File: src/rtl/nand_cpbk_pkg.sv
package nand_cpbk_pkg;

    localparam int COL_W      = 16;
    localparam int ROW_W      = 24;
    localparam int IDX_W      = 4;
    localparam int READY_BIT  = 6;
    localparam int MIN_CYC    = 2;

    localparam logic [7:0] OP_GATHER   = 8'h00;
    localparam logic [7:0] OP_GATH_GO  = 8'h35;
    localparam logic [7:0] OP_WRBACK   = 8'h85;
    localparam logic [7:0] OP_PLANE_GO = 8'h11;
    localparam logic [7:0] OP_WR_GO    = 8'h10;
    localparam logic [7:0] OP_STATUS   = 8'h70;

    typedef enum logic [1:0] {BK_CMD, BK_ADDR, BK_READ} bus_kind_e;
    typedef enum logic [1:0] {ST_CMD, ST_ADDR, ST_WAIT} step_kind_e;
    typedef enum logic [1:0] {PH_IDLE, PH_SETUP, PH_LOW, PH_HIGH} phase_e;
    typedef enum logic [2:0] {SQ_IDLE, SQ_ISSUE, SQ_BUS, SQ_POLL, SQ_POLL_BUS} seq_state_e;

    typedef struct packed {
        step_kind_e  kind;
        logic [7:0]  data;
        logic        last;
    } step_t;

    typedef struct packed {
        seq_state_e        state;
        logic              op;
        logic [COL_W-1:0]  col_a;
        logic [ROW_W-1:0]  row_a;
        logic [COL_W-1:0]  col_b;
        logic [ROW_W-1:0]  row_b;
        logic [IDX_W-1:0]  idx;
        logic              done;
        logic              err;
    } seq_s;

    // Byte sel of a page address: 0,1 column (low first), 2..4 row (low first)
    function automatic logic [7:0] addr_byte(logic [COL_W-1:0] col,
                                             logic [ROW_W-1:0] row,
                                             logic [2:0] sel);
        case (sel)
            3'd0:    return col[7:0];
            3'd1:    return col[15:8];
            3'd2:    return row[7:0];
            3'd3:    return row[15:8];
            default: return row[23:16];
        endcase
    endfunction

    function automatic step_t mk(step_kind_e k, logic [7:0] b, logic l);
        step_t s;
        s.kind = k;
        s.data = b;
        s.last = l;
        return s;
    endfunction

    // Step table of both operations, indexed by position in the sequence
    function automatic step_t step_at(logic op, logic [IDX_W-1:0] idx,
                                      logic [COL_W-1:0] ca, logic [ROW_W-1:0] ra,
                                      logic [COL_W-1:0] cb, logic [ROW_W-1:0] rb);
        logic [IDX_W-1:0] off1;
        logic [IDX_W-1:0] off7;
        logic [IDX_W-1:0] off9;
        off1 = idx - IDX_W'(1);
        off7 = idx - IDX_W'(7);
        off9 = idx - IDX_W'(9);
        if (!op) begin
            if (idx == IDX_W'(0))       return mk(ST_CMD, OP_GATHER, 1'b0);
            else if (idx <= IDX_W'(5))  return mk(ST_ADDR, addr_byte(ca, ra, off1[2:0]), 1'b0);
            else if (idx == IDX_W'(6))  return mk(ST_CMD, OP_GATHER, 1'b0);
            else if (idx <= IDX_W'(11)) return mk(ST_ADDR, addr_byte(cb, rb, off7[2:0]), 1'b0);
            else if (idx == IDX_W'(12)) return mk(ST_CMD, OP_GATH_GO, 1'b0);
            else                        return mk(ST_WAIT, OP_STATUS, 1'b1);
        end else begin
            if (idx == IDX_W'(0))       return mk(ST_CMD, OP_WRBACK, 1'b0);
            else if (idx <= IDX_W'(5))  return mk(ST_ADDR, addr_byte(ca, ra, off1[2:0]), 1'b0);
            else if (idx == IDX_W'(6))  return mk(ST_CMD, OP_PLANE_GO, 1'b0);
            else if (idx == IDX_W'(7))  return mk(ST_WAIT, OP_STATUS, 1'b0);
            else if (idx == IDX_W'(8))  return mk(ST_CMD, OP_WRBACK, 1'b0);
            else if (idx <= IDX_W'(13)) return mk(ST_ADDR, addr_byte(cb, rb, off9[2:0]), 1'b0);
            else if (idx == IDX_W'(14)) return mk(ST_CMD, OP_WR_GO, 1'b0);
            else                        return mk(ST_WAIT, OP_STATUS, 1'b1);
        end
    endfunction

endpackage

File: src/rtl/nand_cpbk_phy.sv
module nand_cpbk_phy
    import nand_cpbk_pkg::*;
#(
    parameter int CNT_W = 4
) (
    input  logic             clk,
    input  logic             rst_n,
    input  logic             start,
    input  bus_kind_e        kind,
    input  logic [7:0]       wr_byte,
    input  logic [CNT_W-1:0] cfg_low,
    input  logic [CNT_W-1:0] cfg_high,
    input  logic [CNT_W-1:0] cfg_setup,
    input  logic [7:0]       io_in,
    output logic             ack,
    output logic [7:0]       rd_byte,
    output logic             cle,
    output logic             ale,
    output logic             we_n,
    output logic             re_n,
    output logic [7:0]       io_out,
    output logic             io_oe
);

    typedef struct packed {
        phase_e           ph;
        bus_kind_e        kind;
        logic [7:0]       data;
        logic [CNT_W-1:0] cnt;
        logic [7:0]       rd;
    } phy_s;

    phy_s phy_d, phy_q;

    function automatic logic [CNT_W-1:0] span(logic [CNT_W-1:0] v);
        return ((v < CNT_W'(MIN_CYC)) ? CNT_W'(MIN_CYC) : v) - CNT_W'(1);
    endfunction

    always_comb begin
        phy_d = phy_q;
        ack   = 1'b0;
        case (phy_q.ph)
            PH_IDLE: begin
                if (start) begin
                    phy_d.ph   = PH_SETUP;
                    phy_d.kind = kind;
                    phy_d.data = wr_byte;
                    phy_d.cnt  = span(cfg_setup);
                end
            end
            PH_SETUP: begin
                if (phy_q.cnt == '0) begin
                    phy_d.ph  = PH_LOW;
                    phy_d.cnt = span(cfg_low);
                end else begin
                    phy_d.cnt = phy_q.cnt - CNT_W'(1);
                end
            end
            PH_LOW: begin
                if (phy_q.cnt == '0) begin
                    phy_d.ph  = PH_HIGH;
                    phy_d.cnt = span(cfg_high);
                    if (phy_q.kind == BK_READ) phy_d.rd = io_in;
                end else begin
                    phy_d.cnt = phy_q.cnt - CNT_W'(1);
                end
            end
            default: begin
                if (phy_q.cnt == '0) begin
                    phy_d.ph = PH_IDLE;
                    ack      = 1'b1;
                end else begin
                    phy_d.cnt = phy_q.cnt - CNT_W'(1);
                end
            end
        endcase
    end

    always_ff @(posedge clk or negedge rst_n) begin
        if (!rst_n) begin
            phy_q <= '{ph: PH_IDLE, kind: BK_CMD, data: 8'h00, cnt: '0, rd: 8'h00};
        end else begin
            phy_q <= phy_d;
        end
    end

    logic active;
    assign active  = (phy_q.ph != PH_IDLE);
    assign cle     = active && (phy_q.kind == BK_CMD);
    assign ale     = active && (phy_q.kind == BK_ADDR);
    assign io_oe   = active && (phy_q.kind != BK_READ);
    assign we_n    = !((phy_q.ph == PH_LOW) && (phy_q.kind != BK_READ));
    assign re_n    = !((phy_q.ph == PH_LOW) && (phy_q.kind == BK_READ));
    assign io_out  = io_oe ? phy_q.data : 8'h00;
    assign rd_byte = phy_q.rd;


    cle_ale_excl_chk: assert property (@(posedge clk) disable iff (!rst_n)
        !(cle && ale));


    we_re_excl_chk: assert property (@(posedge clk) disable iff (!rst_n)
        !(!we_n && !re_n));


    oe_off_read_chk: assert property (@(posedge clk) disable iff (!rst_n)
        !re_n |-> !io_oe);


    io_hold_chk: assert property (@(posedge clk) disable iff (!rst_n)
        (!we_n && $past(!we_n)) |-> $stable(io_out));


    latch_before_we_chk: assert property (@(posedge clk) disable iff (!rst_n)
        $fell(we_n) |-> $past(cle || ale));

endmodule

File: src/rtl/nand_cpbk_poll_timer.sv
module nand_cpbk_poll_timer #(
    parameter int LIMIT = 100000
) (
    input  logic clk,
    input  logic rst_n,
    input  logic clear,
    input  logic miss,
    output logic expired
);

    localparam int W = $clog2(LIMIT + 1);

    typedef struct packed {
        logic [W-1:0] cnt;
    } tmr_s;

    tmr_s tmr_d, tmr_q;

    always_comb begin
        tmr_d   = tmr_q;
        expired = miss && (tmr_q.cnt == W'(LIMIT - 1));
        if (clear) begin
            tmr_d.cnt = '0;
        end else if (miss && !expired) begin
            tmr_d.cnt = tmr_q.cnt + W'(1);
        end
    end

    always_ff @(posedge clk or negedge rst_n) begin
        if (!rst_n) begin
            tmr_q <= '{cnt: '0};
        end else begin
            tmr_q <= tmr_d;
        end
    end


    poll_range_chk: assert property (@(posedge clk) disable iff (!rst_n)
        tmr_q.cnt < W'(LIMIT));

endmodule

File: src/rtl/nand_cpbk_seq.sv
module nand_cpbk_seq
    import nand_cpbk_pkg::*;
#(
    parameter int CNT_W      = 4,
    parameter int POLL_LIMIT = 100000
) (
    input  logic             clk,
    input  logic             rst_n,
    input  logic             req_valid,
    input  logic             req_op,
    input  logic [15:0]      req_col_a,
    input  logic [23:0]      req_row_a,
    input  logic [15:0]      req_col_b,
    input  logic [23:0]      req_row_b,
    input  logic [CNT_W-1:0] cfg_low,
    input  logic [CNT_W-1:0] cfg_high,
    input  logic [CNT_W-1:0] cfg_setup,
    output logic             busy,
    output logic             done,
    output logic             err,
    output logic             nand_cle,
    output logic             nand_ale,
    output logic             nand_we_n,
    output logic             nand_re_n,
    output logic [7:0]       nand_io_out,
    output logic             nand_io_oe,
    input  logic [7:0]       nand_io_in
);

    seq_s       seq_d, seq_q;
    step_t      step;
    logic       phy_start;
    bus_kind_e  phy_kind;
    logic [7:0] phy_byte;
    logic       phy_ack;
    logic [7:0] phy_rd;
    logic       tmr_clear;
    logic       tmr_miss;
    logic       tmr_expired;
    logic       ready_seen;

    assign step       = step_at(seq_q.op, seq_q.idx, seq_q.col_a, seq_q.row_a,
                                seq_q.col_b, seq_q.row_b);
    assign ready_seen = phy_rd[READY_BIT];

    always_comb begin
        seq_d      = seq_q;
        seq_d.done = 1'b0;
        seq_d.err  = 1'b0;
        phy_start  = 1'b0;
        phy_kind   = BK_CMD;
        phy_byte   = step.data;
        tmr_clear  = 1'b0;
        tmr_miss   = 1'b0;
        case (seq_q.state)
            SQ_IDLE: begin
                if (req_valid) begin
                    seq_d.state = SQ_ISSUE;
                    seq_d.op    = req_op;
                    seq_d.col_a = req_col_a;
                    seq_d.row_a = req_row_a;
                    seq_d.col_b = req_col_b;
                    seq_d.row_b = req_row_b;
                    seq_d.idx   = '0;
                end
            end
            SQ_ISSUE: begin
                phy_start   = 1'b1;
                phy_kind    = (step.kind == ST_ADDR) ? BK_ADDR : BK_CMD;
                seq_d.state = SQ_BUS;
            end
            SQ_BUS: begin
                if (phy_ack) begin
                    if (step.kind == ST_WAIT) begin
                        tmr_clear   = 1'b1;
                        seq_d.state = SQ_POLL;
                    end else begin
                        seq_d.idx   = seq_q.idx + IDX_W'(1);
                        seq_d.state = SQ_ISSUE;
                    end
                end
            end
            SQ_POLL: begin
                phy_start   = 1'b1;
                phy_kind    = BK_READ;
                seq_d.state = SQ_POLL_BUS;
            end
            default: begin
                if (phy_ack) begin
                    if (ready_seen) begin
                        if (step.last) begin
                            seq_d.state = SQ_IDLE;
                            seq_d.done  = 1'b1;
                        end else begin
                            seq_d.idx   = seq_q.idx + IDX_W'(1);
                            seq_d.state = SQ_ISSUE;
                        end
                    end else begin
                        tmr_miss = 1'b1;
                        if (tmr_expired) begin
                            seq_d.state = SQ_IDLE;
                            seq_d.done  = 1'b1;
                            seq_d.err   = 1'b1;
                        end else begin
                            seq_d.state = SQ_POLL;
                        end
                    end
                end
            end
        endcase
    end

    always_ff @(posedge clk or negedge rst_n) begin
        if (!rst_n) begin
            seq_q <= '{state: SQ_IDLE, op: 1'b0, col_a: '0, row_a: '0,
                       col_b: '0, row_b: '0, idx: '0, done: 1'b0, err: 1'b0};
        end else begin
            seq_q <= seq_d;
        end
    end

    assign busy = (seq_q.state != SQ_IDLE);
    assign done = seq_q.done;
    assign err  = seq_q.err;

    nand_cpbk_phy #(
        .CNT_W(CNT_W)
    ) i_phy (
        .clk       (clk),
        .rst_n     (rst_n),
        .start     (phy_start),
        .kind      (phy_kind),
        .wr_byte   (phy_byte),
        .cfg_low   (cfg_low),
        .cfg_high  (cfg_high),
        .cfg_setup (cfg_setup),
        .io_in     (nand_io_in),
        .ack       (phy_ack),
        .rd_byte   (phy_rd),
        .cle       (nand_cle),
        .ale       (nand_ale),
        .we_n      (nand_we_n),
        .re_n      (nand_re_n),
        .io_out    (nand_io_out),
        .io_oe     (nand_io_oe)
    );

    nand_cpbk_poll_timer #(
        .LIMIT(POLL_LIMIT)
    ) i_timer (
        .clk     (clk),
        .rst_n   (rst_n),
        .clear   (tmr_clear),
        .miss    (tmr_miss),
        .expired (tmr_expired)
    );


    done_idle_chk: assert property (@(posedge clk) disable iff (!rst_n)
        done |-> !busy);


    busy_start_chk: assert property (@(posedge clk) disable iff (!rst_n)
        $rose(busy) |-> $past(req_valid));


    err_with_done_chk: assert property (@(posedge clk) disable iff (!rst_n)
        err |-> done);


    ready_before_done_chk: assert property (@(posedge clk) disable iff (!rst_n)
        (done && !err) |-> $past(phy_rd[READY_BIT]));


    req_frozen_chk: assert property (@(posedge clk) disable iff (!rst_n)
        (busy && $past(busy)) |-> ($stable(seq_q.col_a) && $stable(seq_q.row_b) && $stable(seq_q.op)));


    no_strobe_idle_chk: assert property (@(posedge clk) disable iff (!rst_n)
        !busy |-> (nand_we_n && nand_re_n && !nand_io_oe));

endmodule

File: config.mk
export PLATFORM = sky130hd
export DESIGN_NAME = nand_cpbk_seq
export DESIGN_NICKNAME = d
export VERILOG_FILES = /design/src/rtl/nand_cpbk_pkg.sv /design/src/rtl/nand_cpbk_phy.sv /design/src/rtl/nand_cpbk_poll_timer.sv /design/src/rtl/nand_cpbk_seq.sv
export SDC_FILE = /design/constraint.sdc
export NUM_CORES = 1
export LEC_CHECK = 0
export BUFFER_PORTS_ARGS = -buffer_cell sky130_fd_sc_hd__buf_2
export CAP_MARGIN = 20
export CORE_MARGIN = 4
export CORE_UTILIZATION = 49
export CTS_CLUSTER_DIAMETER = 40
export CTS_CLUSTER_SIZE = 28
export DETAILED_ROUTE_END_ITERATION = 12
export MAX_ROUTING_LAYER = met4
export PLACE_DENSITY = 0.71
export SLEW_MARGIN = 20
export SYNTH_ARGS = -nofsm -noshare
export SYNTH_HDL_FRONTEND = slang
export SYNTH_HIERARCHICAL = 1
export SYNTH_SLANG_ARGS = --single-unit
File: constraint.sdc
create_clock -name clk -period 6.71 [get_ports clk]
set_input_delay 1.0065 -clock clk [delete_from_list [all_inputs] [get_ports clk]]
set_output_delay 1.0065 -clock clk [all_outputs]
set_load 0.1 [all_outputs]
After elaboration in Yosys (flattened, before gate mapping):

Index checks and enable logic that the tools add are counted.

* flip-flop bits (word level): 130
* input port bits: 104
* output and inout port bits: 16
* word-level logic and storage cells: 160

* $add $sub $neg: 9
* magnitude comparators: 6
* equal/unequal tests: 33
* multiplexer cells: 61
* bitwise operators: 1
* reduce and logical (&&, ||, !) cells: 35

Operators by type and width (number)
* two-way mux 11 bit: 13
* one-hot mux 8 bit (4 select lines): 3
* two-way mux 88 bit: 1
* two-way mux 4 bit: 10
* two-way mux 17 bit: 2
* == test 3 x 2 -> 1 bit, second input constant: 8
* one-hot mux 4 bit (3 select lines): 2
* adder 17 x 1 -> 17 bit, second input constant: 1
* == test 17 bit, second input constant: 1
* two-way mux 16 bit: 1
* two-way mux 2 bit: 8
* subtractor 4 x 1 -> 4 bit, second input constant: 4
* two-way mux 1 bit: 14
* == test 3 x 1 -> 1 bit, second input constant: 4
* == test 4 bit, second input constant: 3
* zero test 3 bit: 4
* less-than comparator 4 x 2 -> 1 bit, second input constant: 3
* one-hot mux 3 bit (4 select lines): 1
* == test 4 x 3 -> 1 bit, second input constant: 2
* less-or-equal comparator 4 bit, second input constant: 2
* zero test 4 bit: 2
* two-way mux 8 bit: 1
* inequality test 2 x 1 -> 1 bit, second input constant: 4
* nonzero test 2 bit: 4
* 26 further kinds: 47

Longest topological paths before layout:

Gate-level depths: netlist of run 1.

* depth after elaboration: 15
* gate-level depth with buffers: 12

By module:

Netlist of run 1, hierarchy kept.

Modules (own cells, without submodules)
* nand_cpbk_seq: instances 1, cells each 437, area an instance 4860.9 um^2, seq. area each 2252.2 um^2
* nand_cpbk_phy: instances 1, cells each 147, area an instance 1552.7 um^2, seq. area each 600.6 um^2
* nand_cpbk_poll_timer: instances 1, cells each 99, area an instance 980.9 um^2, seq. area each 425.4 um^2

Worst setup path after synthesis of run 1:

Ideal clock, no wire load.

* kind: flip-flop to output port
* start point: register i_phy/phy_q[22] (netlist bit)
* end point: output port nand_io_out[0]
* data arrival time: 3.122 ns
* data required time: 5.704 ns
* setup slack: 2.581 ns
* stages on the path, launching flop included: 6
* buffers on the path: 1
* path through: dfrtp_1 inv_1 ha_1 buf_2 nor2_1 and2_1

* cells in the longest elaborated chain, start to end: 3

RTL lines
* from (decl): line nand_cpbk_phy.sv:33 `phy_s phy_d, phy_q;`
* from (signal assigned): line nand_cpbk_phy.sv:81 `phy_q <= '{ph: PH_IDLE, kind: BK_CMD, data: 8'h00, cnt: '0, rd: 8'h00};`
* from (signal assigned): line nand_cpbk_phy.sv:83 `phy_q <= phy_d;`
* nonzero test 2 bit: line nand_cpbk_phy.sv:88 `assign active = (phy_q.ph != PH_IDLE);`
* logical AND 1 bit: line nand_cpbk_phy.sv:91 `assign io_oe = active && (phy_q.kind != BK_READ);`
* net nand_io_oe: line nand_cpbk_seq.sv:26 `output logic nand_io_oe,`
* two-way mux 8 bit: line nand_cpbk_phy.sv:94 `assign io_out = io_oe ? phy_q.data : 8'h00;`
* to (decl): line nand_cpbk_seq.sv:25 `output logic [7:0] nand_io_out,`

The timed path passes the listed nets, and every way through them passes these cells.

Final worst setup path of run 1:

* start point: register i_phy/phy_q[23] (netlist bit)
* end point: output port nand_io_out[7]

* cells in the longest elaborated chain, start to end: 3

RTL lines (line)
* nonzero test 2 bit: nand_cpbk_phy.sv:88
* logical AND 1 bit: nand_cpbk_phy.sv:91
* two-way mux 8 bit: nand_cpbk_phy.sv:94

Every way passes these cells.

==> results of run 1 <==
==> final cells by class <==
| type | count | area, um^2 |
|---|---|---|
| Timing Repair Buffer | 118 | 608 |
| Multi-Input combinational cell | 479 | 3690 |
| Clock buffer | 18 | 429 |
| Sequential cell | 124 | 3100 |
| Fill cell | 1197 | 5690 |
| Antenna cell | 2 | 5.00 |
| Tap cell | 180 | 225 |
| Clock inverter | 14 | 160 |
| Inverter | 19 | 71.3 |
==> worst register-to-register path: stages, from the launching register on <==
cell,delay [ns]
dfrtp_1,0.43
inv_1,0.17
ha_1,0.35
xor2_2,0.73
or2_1,0.62
a21oi_1,0.21
a2111oi_0,0.41
or4_1,0.19
mux2_1,0.12
==> metal layers <==
metal / vias to the layer above / GRT usage [%]
li1: 2672 / -
met1: 2823 / 29.6
met2: 202 / 35.2
met3: 32 / 5.25
met4: 0 / 8.99
met5: - / -
==> registers in the layout (all words and copies together) (netlist names) <==
name and cells:
done 1, err 1, i_phy/phy_q 16, i_phy/rd_byte 1
i_timer/tmr_q 17, seq_q 88
==> cell usage in the layout (no fill, tap or decap), drive strengths merged, types with 6 or more instances in the layout <==
cell type / instances
dfrtp: 124
buf: 118
mux2: 98
a21oi: 56
nor2: 45
a22oi: 44
o21ai: 24
inv: 24
nand2: 22
clkbuf: 18
ha: 16
nor3: 14
and2: 13
xnor2: 11
nor2b: 9
nand3: 8
o32ai: 7
nand4: 7
a31oi: 6
nor4: 6
==> final timing paths <==
| path | start | endpoint | slack [ns] |
|---|---|---|---|
| worst max-delay path | i_phy/phy_q[23] | nand_io_out[7] | 3.36 |
| worst min-delay path | i_phy/phy_q[15] | i_phy/phy_q[15] | 0.49 |
| worst max register to register | seq_q[2] | i_phy/phy_q[16] | 3.41 |
| worst min register to register | i_phy/phy_q[15] | i_phy/phy_q[15] | 0.49 |
| max in group asynchronous | rst_n | seq_q[10] | 4.74 |
| min in group asynchronous | rst_n | i_phy/phy_q[11] | 0.63 |
==> power breakdown <==
part / total, mW / internal [mW] / switching, mW
clock: 0.919 / 0.555 / 0.365
combinational: 0.0525 / 0.0237 / 0.0288
sequential: 0.748 / 0.748 / 0
total: 1.72 / 1.33 / 0.394
==> results.json, run 1 <==
{
  "place_area_mm2": 0.00770,
  "path_buf_inv": 2,
  "initial_utilization_pct": 50.5,
  "power_density_mw_per_mm2": 207,
  "grt_pass1_wl_mm": 29.1,
  "status": "complete, no violations",
  "fin_tns_setup_ns": 0,
  "cap_violations": 0,
  "cp_max_fo": 10,
  "routed_wirelength_mm": 17.8,
  "vias": 5729,
  "clk_path_buf_depth": 2,
  "fin_crit_sh_pct": 49.9,
  "wl_met3_um": 991,
  "cts_resized": 0,
  "die_h_um": 128,
  "hold_slack_ns": 0.485,
  "gp_congestion": 0.880,
  "drv_slew": 0,
  "rsz0062_at_grt": "no",
  "fin_util_pct": 59.3,
  "clock_sinks": 124,
  "worst_setup_hold_path_clk_slew_ns": 0.06,
  "slew_headroom_pct": 29.2,
  "ioPinCount": 120,
  "critical_path.top_delay_family": "simple AND/OR/NAND/NOR gates",
  "hpwl_mm": 12.4,
  "design_area_mm2": 0.00830,
  "remaining_drc_errors": 0,
  "io_buffers": 112,
  "drive_gt1_share_pct": 34.2,
  "avgSynthCellArea_um2": 10.7,
  "gr-usage-all-layers_pct": 22.9,
  "viasPerCell": 6.01,
  "design.core.area_mm2": 0.0140,
  "syn_nets": 782,
  "r2r_cells": 8,
  "crit_path_start_kind": "flip-flop",
  "power.leakage_nw": 3.80,
  "setup_viol": 0,
  "clock_latency_ns": 0.43,
  "num_rows": 43,
  "slowest_stage": "dfrtp_1",
  "dp_worst_setup_slack_ns": 3.48,
  "dieArea_mm2": 0.0164,
  "max_freq_mhz": 299,
  "path_class": "flip-flop to primary output",
  "critPathMaxStageDelay_ns": 0.45,
  "fin_ws_ns": 3.36,
  "syn_inst": 662,
  "final_net_count": 879,
  "antenna_found_initial": 2,
  "dr.pass1.iters": 5,
  "cp.required_ns": 5.70,
  "place_inst": 920,
  "root_buffer": "clkbuf_16",
  "end_kind": "primary output",
  "grt_pass1_vias": 5815,
  "wl_per_cell_um": 18.6,
  "hold_violations": 0,
  "crit_path_cell_trace": "inv_1 > ha_1 > nor2_1 > and2_1 > buf_2",
  "grt_start_max_net_pins": 83,
  "vdd_ir_drop_max_uv": 199,
  "total_power_mw": 1.72,
  "gr-total-overflow": 0,
  "finClkSkew_ns": 0.00978,
  "hold_depth": 1,
  "postCtsSetupBuffers": 0,
  "crit_cells": 5,
  "period_needed_ns": 3.35,
  "worst_slew_pin_slew_ns": 1.06,
  "ant_nets": 0,
  "cts_tree": "built",
  "top_layer": "met4",
  "syn_to_final_growth_pct": 17.5,
  "die_w_um": 128,
  "ctsHoldBuffers": 0,
  "cts.htree.levels": 4,
  "finalNonFillerCells": 954,
  "yosys_warnings": 6,
  "synth_area_mm2": 0.00706,
  "wl_met1_mm": 7.91,
  "hp-class": "flip-flop to flip-flop",
  "met2_length_mm": 8.42,
  "cts_made_buffers": 17,
  "drt_first_iter_violations": 403,
  "worstPathArrival_ns": 2.34
}
(Power assumes the default switching activity.)
==> run 2: changes to the inputs <==
==> constraint.sdc (replaced) <==
create_clock -name clk -period 3.4 [get_ports clk]
set_input_delay 0.51 -clock clk [delete_from_list [all_inputs] [get_ports clk]]
set_output_delay 0.51 -clock clk [all_outputs]
set_load 0.1 [all_outputs]
==> results.json, run 2 (synthesis gave the netlist of run 1 again) <==
{
  "grt_pass1_wl_mm": 29.1,
  "remaining_drc_errors": 0,
  "cts_resized": 0,
  "grt_pass1_vias": 5941,
  "initial_utilization_pct": 50.5,
  "regMostFlops": "seq_q",
  "hold_violations": 0,
  "ant_nets": 0,
  "gr-usage-all-layers_pct": 22.9,
  "cts.htree.levels": 4,
  "drive_gt1_share_pct": 35.1,
  "total_power_mw": 3.38,
  "hp-class": "primary input to asynchronous set/reset pin",
  "dr.pass1.iters": 5,
  "final_net_count": 887,
  "path_class": "flip-flop to flip-flop",
  "place_area_mm2": 0.00779,
  "crit_path_start_kind": "flip-flop",
  "design.core.area_mm2": 0.0140,
  "fin_tns_setup_ns": 0,
  "power.leakage_nw": 3.84,
  "routed_wirelength_mm": 17.7,
  "rsz0062_at_grt": "no",
  "hpwl_mm": 12.7,
  "multi_input_comb_area_mm2": 0.00370,
  "setup_viol": 0,
  "max_freq_mhz": 345,
  "die_w_um": 128,
  "crit_path_cell_trace": "inv_1 > ha_1 > xor2_2 > or2_1 > a21oi_1 > a2111oi_0 > or4_1 > mux2_1",
  "cts_tree": "built",
  "ioPinCount": 120,
  "num_rows": 43,
  "r2r_cells": 8,
  "slew_headroom_pct": 49.7,
  "clock_sinks": 124,
  "grt_start_max_net_pins": 73,
  "drv_slew": 0,
  "power_density_mw_per_mm2": 403,
  "finClkSkew_ns": 0.00665,
  "final_cell_mix": "124 x dfrtp_1, 111 x buf_2, 90 x mux2_2, 53 x a21oi_1, 44 x a22oi_1",
  "fillers": 1198,
  "worstPathArrival_ns": 3.19,
  "hold_slack_ns": 0.141,
  "dieArea_mm2": 0.0164,
  "worst_slew_pin_slew_ns": 0.745,
  "viasPerCell": 5.95,
  "critPathMaxStageDelay_ns": 0.45,
  "cts_made_buffers": 17,
  "ctsHoldBuffers": 0,
  "cp.required_ns": 3.69,
  "design_area_mm2": 0.00839,
  "place_inst": 928,
  "io_buffers": 112,
  "gr-total-overflow": 0,
  "reg_top3": "seq_q (88), i_timer/tmr_q (17), i_phy/phy_q (16)",
  "fin_crit_sh_pct": 85.4,
  "diodes": 0,
  "die_h_um": 128,
  "period_needed_ns": 2.90,
  "root_buffer": "clkbuf_16",
  "gp_congestion": 0.896,
  "cap_violations": 0,
  "final_common_cell": "dfrtp_1",
  "drt_first_iter_violations": 471,
  "vdd_ir_drop_max_uv": 413,
  "clock_latency_ns": 0.41,
  "fin_util_pct": 60.0,
  "vias": 5715,
  "wl_per_cell_um": 18.4,
  "worst_setup_hold_path_clk_slew_ns": 0.06,
  "status": "complete, no violations",
  "finalNonFillerCells": 960,
  "end_kind": "flip-flop",
  "antenna_found_initial": 0,
  "cp_max_fo": 9,
  "dp_worst_setup_slack_ns": 0.510,
  "slowest_stage": "or4_1",
  "clk_path_buf_depth": 2,
  "syn_to_final_growth_pct": 18.8,
  "postCtsSetupBuffers": 0,
  "largest_reg_flops": 88,
  "fin_ws_ns": 0.498,
  "regArea_mm2": 0.00310
}
-- run 2: changes by cell type in the layout (fill, tap and decap cells not counted) --
| cell | delta |
|---|---|
| nor3b_2 | +1 |
| nor3b_1 | -1 |
| nor2_1 | -1 |
| buf_12 | +2 |
| diode_2 | -2 |
| inv_8 | +1 |
| buf_4 | +6 |
| clkinv_4 | +1 |
| inv_6 | -2 |
| nor2_2 | +1 |
-- run 2: cell type report --
cell class                 count  share of cell area (%)
multi-input combinational    479                    44.1
timing repair buffer         126                    8.26
clock inverter                14                    1.94
sequential                   124                    37.0
inverter                      19                   0.850
tap                          180                    2.69
clock buffer                  18                    5.12
-- run 2: per-layer routing --
metal / part of all wire [%] / track usage (%) / vias to the layer above
li1: - / - / 2678
met1: 44 / 30.4 / 2796
met2: 47 / 34.6 / 204
met3: 6.0 / 4.92 / 37
met4: 2.7 / 8.55 / 0
met5: 0 / - / -
-- run 2: critical path, delay by kind of cell (launching register included) --
kind | cells | cell delay, ns
xor gates and xnor gates | 1 | 0.24
AOI/OAI and AO/OA | 2 | 0.36
adders and majority gates | 1 | 0.37
muxes | 1 | 0.31
and+or+nand+nor | 2 | 0.88
DFF | 1 | 0.43
buffers and inverters | 1 | 0.19
-- run 2: path summary, 6_finish.rpt --
kind / start / to / slack [ns]
max: seq_q[2] / i_phy/phy_q[16] / 0.50
min: rst_n / i_phy/phy_q[11] / 0.14
max reg2reg: seq_q[2] / i_phy/phy_q[16] / 0.50
min reg2reg: i_phy/phy_q[15] / i_phy/phy_q[15] / 0.49
max in group asynchronous: rst_n / seq_q[76] / 2.44
min in group clk: req_op / seq_q[86] / 0.32
-- run 2: power breakdown --
part / total, mW / internal [mW] / switching [mW]
clock: 1.80 / 1.10 / 0.702
sequential: 1.48 / 1.48 / 0
combinational: 0.104 / 0.0484 / 0.0557
==> run 3: changes to the inputs <==
==> constraint.sdc (replaced) <==
create_clock -name clk -period 3.4 [get_ports clk]
set_input_delay 0.68 -clock clk [delete_from_list [all_inputs] [get_ports clk]]
set_output_delay 0.68 -clock clk [all_outputs]
set_load 0.1 [all_outputs]
==> results.json, run 3 (synthesis gave the netlist of run 1 again) <==
{
  "status": "complete, no violations",
  "vias": 5739,
  "clock_latency_ns": 0.42,
  "fin_tns_setup_ns": 0,
  "design.core.area_mm2": 0.0140,
  "wl_per_cell_um": 18.3,
  "total_power_mw": 3.26,
  "io_buffers": 112,
  "setup_viol": 0,
  "finalNonFillerCells": 963,
  "hold_violations": 0,
  "grt_start_max_net_pins": 54,
  "fin_crit_sh_pct": 85.7,
  "slew_headroom_pct": 55.2,
  "grt_pass1_wl_mm": 29.3,
  "viasPerCell": 5.96,
  "hp-class": "primary input to asynchronous set/reset pin",
  "path_class": "flip-flop to flip-flop",
  "met2_length_mm": 8.58,
  "cts_tree": "built",
  "wl_met3_mm": 1.03,
  "final_common_cell": "dfrtp_1",
  "fillers": 1199,
  "critPathMaxStageDelay_ns": 0.46,
  "period_needed_ns": 2.91,
  "largest_reg_flops": 88,
  "power_density_mw_per_mm2": 390,
  "root_buffer": "clkbuf_16",
  "fin_ws_ns": 0.486,
  "cts.htree.levels": 4,
  "slowest_stage": "nor3_2",
  "cts_resized": 0,
  "clock_sinks": 124,
  "num_rows": 43,
  "drive_gt1_share_pct": 35.0,
  "gr-total-overflow": 0,
  "remaining_drc_errors": 0,
  "fin_util_pct": 59.7,
  "crit_path_cell_trace": "inv_1 > ha_1 > nor3_2 > a21oi_1 > nor2_1 > o21ai_0 > nor4_2 > buf_4 > nor2b_1 > mux2_1",
  "hpwl_mm": 12.9,
  "postCtsSetupBuffers": 0,
  "routed_wirelength_mm": 17.6,
  "power.leakage_nw": 3.83,
  "antenna_found_initial": 1,
  "ioPinCount": 120,
  "dr.pass1.iters": 5,
  "crit_path_start_kind": "flip-flop",
  "drt_first_iter_violations": 543,
  "gp_congestion": 0.897,
  "drv_slew": 0,
  "ctsHoldBuffers": 0,
  "final_cell_mix": "124 x dfrtp_1, 111 x buf_2, 90 x mux2_2, 53 x a21oi_1, 44 x a22oi_1",
  "regMostFlops": "seq_q",
  "max_freq_mhz": 343,
  "finClkSkew_ns": 0.00864,
  "wl_met1_mm": 7.81,
  "gr-usage-all-layers_pct": 23.1,
  "clk_path_buf_depth": 2,
  "final_net_count": 889,
  "initial_utilization_pct": 50.5,
  "dp_worst_setup_slack_ns": 0.497,
  "grt_pass1_vias": 5788,
  "die_w_um": 128,
  "dieArea_mm2": 0.0164,
  "cp.required_ns": 3.69,
  "worstPathArrival_ns": 3.21,
  "top_layer": "met4",
  "worst_setup_hold_path_clk_slew_ns": 0.06,
  "syn_to_final_growth_pct": 18.3,
  "worst_slew_pin_slew_ns": 0.664,
  "place_inst": 930,
  "ant_nets": 0,
  "end_kind": "flip-flop",
  "die_h_um": 128,
  "cp_max_fo": 21,
  "cap_violations": 0,
  "reg_top3": "seq_q (88), i_timer/tmr_q (17), i_phy/phy_q (16)",
  "vdd_ir_drop_max_uv": 348,
  "rsz0062_at_grt": "no",
  "cts_made_buffers": 17
}
run 3: cell types whose count changed in the layout (fill, tap and decap cells not counted), sizes merged:
cell and change:
inv -4, bufinv -1, buf +2, clkinvlp +1, diode +1, clkbuf +4
run 3: through the flow:
step                instance area (um^2)  hold slack [ns]
detailed placement                  7800            0.483
CTS                                 8350            0.262
global route                        8350            0.295
floorplan                           7070            0.384
global placement                    7800            0.475
finish                              8350            0.261
run 3: worst max-delay path, delay by kind of cell (launching register included):
kind	cells	cell delay, ns
AOI/OAI and AO/OA	2	0.35
buffers and inverters	2	0.43
and+or+nand+nor	4	0.92
DFF	1	0.44
muxes	1	0.29
adders and majority gates	1	0.33
run 3: cell type report:
type / instances / area (um^2) / share of cell area (%)
inverter: 19 / 71.3 / 0.854
tap: 180 / 225 / 2.70
timing repair buffer: 128 / 696 / 8.33
sequential: 124 / 3100 / 37.2
clock inverter: 10 / 92.6 / 1.11
multi-input combinational: 479 / 3710 / 44.4
clock buffer: 22 / 454 / 5.44
antenna: 1 / 2.50 / 0.0300
run 3: power breakdown:
group	internal, mW	switching [mW]
logic	0.0493	0.0569
registers	1.48	0
clock network	1.02	0.652
total	2.55	0.709
run 3: final timing paths:
kind                                 startpoint           endpoint  slack [ns]  depth (start not counted)
worst min-delay path                      rst_n    i_phy/phy_q[11]        0.26                          1
max in group asynchronous                 rst_n   i_timer/tmr_q[8]        2.34                          2
worst max register to register         seq_q[2]  i_timer/tmr_q[15]        0.49                         10
min in group clk                  req_col_a[14]          seq_q[84]        0.49                          2
worst min register to register  i_phy/phy_q[15]    i_phy/phy_q[15]        0.50                          1
worst max-delay path                   seq_q[2]  i_timer/tmr_q[15]        0.49                         10
run 3: layer usage:
| layer | up-vias | global-route usage, % |
|---|---|---|
| met2 | 197 | 36.7 |
| li1 | 2687 | - |
| met4 | 0 | 6.68 |
| met1 | 2831 | 30.0 |
| met3 | 24 | 4.92 |
| met5 | - | - |
